<file path="src/rtl/psf_pkg.sv">
package psf_pkg;
  localparam int unsigned PSF_REGS      = 64;
  localparam int unsigned PSF_PAGE_BITS = 12;
  localparam int unsigned PSF_OFF_W     = 8;

  typedef enum logic [1:0] {
    VERD_IDLE = 2'b00,
    VERD_SAFE = 2'b01,
    VERD_XLAT = 2'b10
  } verdict_e;
endpackage

</file>
<file path="src/rtl/psf_grade_calc.sv">
module psf_grade_calc #(
  parameter int unsigned PAGE_BITS = 12,
  parameter int unsigned GRADES    = 8
) (
  input  logic [PAGE_BITS-1:0] page_off_i,
  output logic [GRADES-1:0]    grade_o
);
  localparam int unsigned PAGE_MAX = (1 << PAGE_BITS) - 1;

  for (genvar g = 0; g < GRADES; g++) begin : g_grade
    localparam int unsigned SPAN = (1 << (g + 1)) - 1;
    localparam logic [PAGE_BITS-1:0] LO = PAGE_BITS'(SPAN);
    localparam logic [PAGE_BITS-1:0] HI = PAGE_BITS'(PAGE_MAX - SPAN);
    assign grade_o[g] = (page_off_i >= LO) && (page_off_i <= HI);
  end
endmodule

</file>
<file path="src/rtl/psf_range_sel.sv">
module psf_range_sel #(
  parameter int unsigned OFF_W  = 8,
  parameter int unsigned GRADES = 8,
  localparam int unsigned GW    = (GRADES > 1) ? $clog2(GRADES) : 1
) (
  input  logic [OFF_W-1:0] off_i,
  output logic             zero_o,
  output logic [GW-1:0]    sel_o
);
  logic [OFF_W:0] mag;

  always_comb begin
    mag = off_i[OFF_W-1] ? ({1'b0, ~off_i} + 1'b1) : {1'b0, off_i};
    // -2^(OFF_W-1) negates to 2^(OFF_W-1) in OFF_W+1 bits
    if (off_i[OFF_W-1]) mag[OFF_W] = 1'b0;
    sel_o = GW'(GRADES - 1);
    for (int g = GRADES - 1; g >= 0; g--) begin
      if (mag <= (OFF_W + 1)'((1 << (g + 1)) - 1)) sel_o = GW'(g);
    end
  end

  assign zero_o = (off_i == '0);
endmodule

</file>
<file path="src/rtl/psf_flag_store.sv">
module psf_flag_store #(
  parameter int unsigned REGS   = 64,
  parameter int unsigned GRADES = 8,
  localparam int unsigned IW    = $clog2(REGS)
) (
  input  logic              clk_i,
  input  logic              rst_ni,
  input  logic              inv_all_i,
  input  logic              wr_en_i,
  input  logic [IW-1:0]     wr_idx_i,
  input  logic              wr_checked_i,
  input  logic [GRADES-1:0] wr_grade_i,
  input  logic [IW-1:0]     rd_idx_i,
  output logic              rd_valid_o,
  output logic [GRADES-1:0] rd_grade_o
);
  logic [REGS-1:0]             valid_q;
  logic [REGS-1:0][GRADES-1:0] grade_q;

  always_ff @(posedge clk_i or negedge rst_ni) begin
    if (!rst_ni) begin
      valid_q <= '0;
      grade_q <= '0;
    end else if (inv_all_i) begin
      valid_q <= '0;
      grade_q <= '0;
    end else if (wr_en_i) begin
      valid_q[wr_idx_i] <= wr_checked_i;
      grade_q[wr_idx_i] <= wr_checked_i ? wr_grade_i : '0;
    end
  end

  assign rd_valid_o = valid_q[rd_idx_i];
  assign rd_grade_o = grade_q[rd_idx_i];
endmodule

</file>
<file path="src/rtl/ptr_safe_flags.sv">
module ptr_safe_flags
  import psf_pkg::*;
#(
  parameter int unsigned REGS      = PSF_REGS,
  parameter int unsigned PAGE_BITS = PSF_PAGE_BITS,
  parameter int unsigned OFF_W     = PSF_OFF_W,
  localparam int unsigned GRADES   = OFF_W,
  localparam int unsigned IW       = $clog2(REGS),
  localparam int unsigned GW       = (GRADES > 1) ? $clog2(GRADES) : 1
) (
  input  logic                 clk_i,
  input  logic                 rst_ni,
  input  logic                 wr_en_i,
  input  logic [IW-1:0]        wr_idx_i,
  input  logic                 wr_checked_i,
  input  logic [PAGE_BITS-1:0] wr_page_off_i,
  input  logic                 inv_all_i,
  input  logic                 chk_en_i,
  input  logic [IW-1:0]        chk_idx_i,
  input  logic [OFF_W-1:0]     chk_off_i,
  output logic                 chk_safe_o,
  output logic                 chk_need_xlat_o,
  output logic                 chk_extra_lat_o
);
  logic [GRADES-1:0] new_grade;
  logic [GRADES-1:0] rd_grade;
  logic              rd_valid;
  logic              off_zero;
  logic [GW-1:0]     sel;
  logic              ok;
  verdict_e          verdict;

  psf_grade_calc #(.PAGE_BITS(PAGE_BITS), .GRADES(GRADES)) u_calc (
    .page_off_i (wr_page_off_i),
    .grade_o    (new_grade)
  );

  psf_flag_store #(.REGS(REGS), .GRADES(GRADES)) u_store (
    .clk_i        (clk_i),
    .rst_ni       (rst_ni),
    .inv_all_i    (inv_all_i),
    .wr_en_i      (wr_en_i),
    .wr_idx_i     (wr_idx_i),
    .wr_checked_i (wr_checked_i),
    .wr_grade_i   (new_grade),
    .rd_idx_i     (chk_idx_i),
    .rd_valid_o   (rd_valid),
    .rd_grade_o   (rd_grade)
  );

  psf_range_sel #(.OFF_W(OFF_W), .GRADES(GRADES)) u_sel (
    .off_i  (chk_off_i),
    .zero_o (off_zero),
    .sel_o  (sel)
  );

  assign ok = off_zero ? rd_valid : rd_grade[sel];

  always_comb begin
    if (!chk_en_i) verdict = VERD_IDLE;
    else if (ok)   verdict = VERD_SAFE;
    else           verdict = VERD_XLAT;
  end

  assign chk_safe_o      = (verdict == VERD_SAFE);
  assign chk_need_xlat_o = (verdict == VERD_XLAT);
  assign chk_extra_lat_o = chk_en_i && !off_zero;
endmodule

</file>
<file path="config.mk">
export PLATFORM = sky130hd
export DESIGN_NAME = ptr_safe_flags
export DESIGN_NICKNAME = d
export VERILOG_FILES = /design/src/rtl/psf_pkg.sv /design/src/rtl/psf_grade_calc.sv /design/src/rtl/psf_range_sel.sv /design/src/rtl/psf_flag_store.sv /design/src/rtl/ptr_safe_flags.sv
export SDC_FILE = /design/constraint.sdc
export NUM_CORES = 1
export LEC_CHECK = 0
export BUFFER_PORTS_ARGS = -buffer_cell sky130_fd_sc_hd__clkbuf_2
export CAP_MARGIN = 0
export CORE_MARGIN = 5
export CORE_UTILIZATION = 30
export CTS_CLUSTER_DIAMETER = 30
export DETAILED_ROUTE_END_ITERATION = 6
export MAX_ROUTING_LAYER = met4
export SLEW_MARGIN = 20
export SYNTH_ARGS = -nofsm -noshare
export SYNTH_HDL_FRONTEND = slang
export SYNTH_SLANG_ARGS = --single-unit
</file>
<file path="constraint.sdc">
create_clock -name clk_i -period 5.95 [get_ports clk_i]
set_input_delay 0.2975 -clock clk_i [delete_from_list [all_inputs] [get_ports clk_i]]
set_output_delay 0.2975 -clock clk_i [all_outputs]
set_load 0.05 [all_outputs]
</file>
==> flow_metrics.py <==
metrics = {
    "global_routing": {
        "grt_pass1_wl_um": 140000,
        "grt_overflow_total": 0,
        "top_usage_layer": "met2",
        "antenna_found_initial": 1,
        "use_met1": 0.266,
        "grt_use_met2": 0.298,
        "grtUsageMet3": 0.0433,
        "track_usage": 0.199,
        "grt_max_degree": 179,
        "grt_pass1_vias": 21300,
    },
    "pwr": {
        "p_leak_nw": 14.8,
        "p_per_area_nw_per_um2": 353,
        "power.switching_mw": 2.72,
        "power.internal_mw": 8.75,
        "swShare": 0.237,
        "p_seq_frac": 0.344,
        "pwr-share-comb": 0.050,
        "ir_worst_vdd_v": 0.000274,
        "pwr-share-clk": 0.606,
    },
    "synthesis": {
        "ys_warn_count": 0,
        "post-synth-top-area-fraction": 0.540,
        "synthArstFlopShare": 1.00,
        "synthTopCellsByCount": "dfrtp_1 (576), nand2_1 (563), o21ai_0 (396)",
        "synth-seq-cells": 576,
        "synth_top_family_by_area": "compound AO/OA/AOI/OAI gates",
        "yosys.area.top_type": "dfrtp_1",
        "synth_compound_area_frac": 0.162,
        "synth_flop_cell": "dfrtp_1",
        "synth_edf_count": 0,
        "synthSimpleGateAreaFrac": 0.133,
        "yosysMostFrequentCell": "dfrtp_1",
        "syn-num-nets": 2491,
        "synthAdderAreaFrac": 0.000469,
        "synth.avg_cell_area_um2": 10.9,
        "synth_cells": 2452,
        "yosys.area_share.xor_xnor": 0.000657,
        "synth_area_leaders": "dfrtp_1 (54%), mux4_2 (10%), nand2_1 (7.9%), o21ai_0 (7.4%), a22o_1 (3.8%)",
        "seq_area_frac_synth": 0.540,
        "synthMuxAreaShare": 0.135,
        "netlist_area_um2": 26700,
        "yosysUniqueCellTypes": 75,
    },
    "final_layout": {
        "num-nets-final": 2557,
        "drive_above_1_share": 0.176,
        "area_growth_syn_to_layout_pct": 22.0,
        "finalNonFillerCells": 3787,
        "final_area_um2": 32500,
        "fin_util": 0.368,
    },
    "clocking": {
        "ctsLongestPathBuffers": 3,
        "clk_latency_ns": 0.66,
        "post_cts_resize_count": 0,
        "clockRootBuffer": "clkbuf_16",
        "cts_hold_buf": 1,
        "cts_sinks": 576,
        "cts_setup_buffers": 0,
        "htreeDepth": 3,
        "cts-buffers-inserted": 120,
        "cts_tree": "built",
        "cts.clk_slew.worst_paths_ns": 0.05,
    },
    "worst_setup_path": {
        "slowest_delay_ns": 0.54,
        "crit_chain": "buf_6 -> buf_4 -> mux4_2 -> mux2i_1 -> o21ai_0 -> o22ai_1 -> o22ai_1 -> nor4_1 -> a211oi_1 -> a31oi_1 -> clkbuf_2",
        "cpLargestDelayFamily": "buffers and inverters",
        "endpoint": "chk_need_xlat_o",
        "timing.rr.start": "u_store.grade_q[215]$_DFFE_PN0P_",
        "end_kind": "primary output",
        "crit_start": "chk_idx_i[1]",
        "cp_max_fo": 62,
        "critPathBufInv": 3,
        "r2r_cells": 2,
        "crit_cells": 11,
        "r2r_end": "u_store.grade_q[215]$_DFFE_PN0P_",
        "cp_common_cell": "o22ai_1",
        "r2r_setup_slack_ns": 5.11,
        "worst_ep_arrival_time_ns": 3.98,
        "crit_type": "input pin to primary output",
        "cp_slowest_cell": "buf_6",
        "cp-start-kind": "input pin",
        "required_ns": 5.65,
    },
    "placed_design": {
        "placed_cells": 3559,
        "place_area_um2": 28200,
        "port_buffers": 40,
        "hpwlAfterDp_um": 58700,
        "gp_congestion": 0.934,
    },
    "detailed_routing": {
        "remaining_drc_errors": 0,
        "drt_wl_total_um": 92800,
        "firstDrtPassIters": 6,
        "viasPerCell": 5.59,
        "ant_nets": 0,
        "first_iter_violations": 2455,
        "vias": 21200,
        "wl_per_cell_um": 24.5,
    },
    "timing": {
        "tns_ns": 0,
        "fin_skew_ns": 0,
        "min_period_ns": 4.28,
        "fmax_mhz": 234,
        "finalSetupViolations": 0,
        "relSlewSlack": 0.167,
        "timing.final.crit_share": 0.719,
        "worst_slew_pin_slew_ns": 1.25,
        "hold_viol_final": 0,
        "slew_viol_final": 0,
        "rsz0062_at_grt": "false",
    },
    "min_path": {
        "hold_class": "input pin to register",
    },
    "die": {
        "die_y_um": 308,
        "coreArea_um2": 88400,
        "die_area_um2": 95000,
        "die_x_um": 308,
        "initial_utilization": 0.302,
        "num_rows": 109,
        "num_io_pins": 41,
    },
    "outcome": {
        "status": "complete, no violations",
    },
    "flow_run": {
        "drv_cap": 0,
    },
}
-- power by group through the flow --
stage | sequential [mW] | combinational [mW] | clock (mW)
2_1_floorplan | 4.01 | 0.297 | 0
3_3_place_gp | 4.01 | 0.561 | 0
3_5_place_dp | 4.01 | 0.560 | 0
4_1_cts | 3.95 | 0.563 | 7.01
5_1_grt | 3.95 | 0.608 | 7.23
6_report | 3.95 | 0.572 | 6.95
-- worst min path at each step --
stage                 from                               end  slack (ns)  cells past startpoint
6_report       wr_idx_i[4]  u_store.grade_q[279]$_DFFE_PN0P_        0.14                      4
5_1_grt        wr_idx_i[4]  u_store.grade_q[279]$_DFFE_PN0P_        0.14                      4
4_1_cts        wr_idx_i[4]  u_store.grade_q[279]$_DFFE_PN0P_        0.11                      4
3_5_place_dp        rst_ni  u_store.grade_q[462]$_DFFE_PN0P_        0.33                      1
3_3_place_gp        rst_ni  u_store.grade_q[462]$_DFFE_PN0P_        0.32                      1
2_1_floorplan       rst_ni    u_store.grade_q[0]$_DFFE_PN0P_       0.002                      0
-- kinds of logic (layout without fill, tap and decap cells) --
logic type | Yosys count | in the layout
fa+ha+maj | 1 | 1
flops | 576 | 576
mux | 197 | 197
buf+inv | 156 | 323
simple gates | 823 | 823
xor+xnor | 2 | 2
other cells | 0 | 3
compound gates | 697 | 697
-- cells in the final DEF (no fill, tap or decap), types with 7 or more instances in the layout --
cell	netlist	layout
clkbuf_16	0	121
nor3b_1	27	24
nand3_1	17	17
nand3b_1	35	35
mux4_1	8	8
nor2b_1	12	12
and2_1	13	13
clkinv_2	0	14
clkbuf_8	0	25
and3_1	7	7
dfrtp_1	576	576
buf_4	2	41
a22oi_1	16	16
a221oi_1	10	10
clkbuf_1	89	13
mux4_2	120	120
bufinv_16	0	15
nor3_1	13	10
clkbuf_2	4	35
a21o_1	43	42
o21ai_0	396	395
a21oi_1	52	51
nand2_1	563	563
a22o_1	116	116
inv_1	10	10
mux2i_1	64	64
nor2_1	103	100
clkinvlp_4	0	18
-- worst min-delay path: cells and delay by family --
kind                   cells  cell delay [ns]
buffers and inverters      1             0.21
AOI/OAI and AO/OA          1             0.08
and+or+nand+nor            2             0.17
-- final cells by class --
cell class	instances	area (um2)
multi-input cells	1720	11600
diodes	3	7.51
inverters	13	48.8
fillers	8599	55800
clock buffers	158	3410
well taps	1165	1460
clock inverters	65	890
flip-flops and latches	576	14400
repair buffers	87	672
-- flip-flops by register name, summed over array words and instances (netlist names) --
register,count
u_store.grade_q,512
u_store.valid_q,64
-- metrics by stage --
step                      hold WS [ns]  power (mW)  worst slack, ns
after global placement           0.322        4.57             1.80
after detailed placement         0.327        4.57             1.80
final                            0.135        11.5             1.67
after CTS                        0.111        11.5             1.78
after global routing             0.142        11.8             1.59
after floorplan                0.00191        4.31             2.45
-- per-layer routing --
metal  vias up  share of wire
met5         -              0
met4         0          0.038
met3       197          0.088
met2      1046           0.45
met1     10900           0.42
li1       9049              -
(Power assumes the default switching activity.)
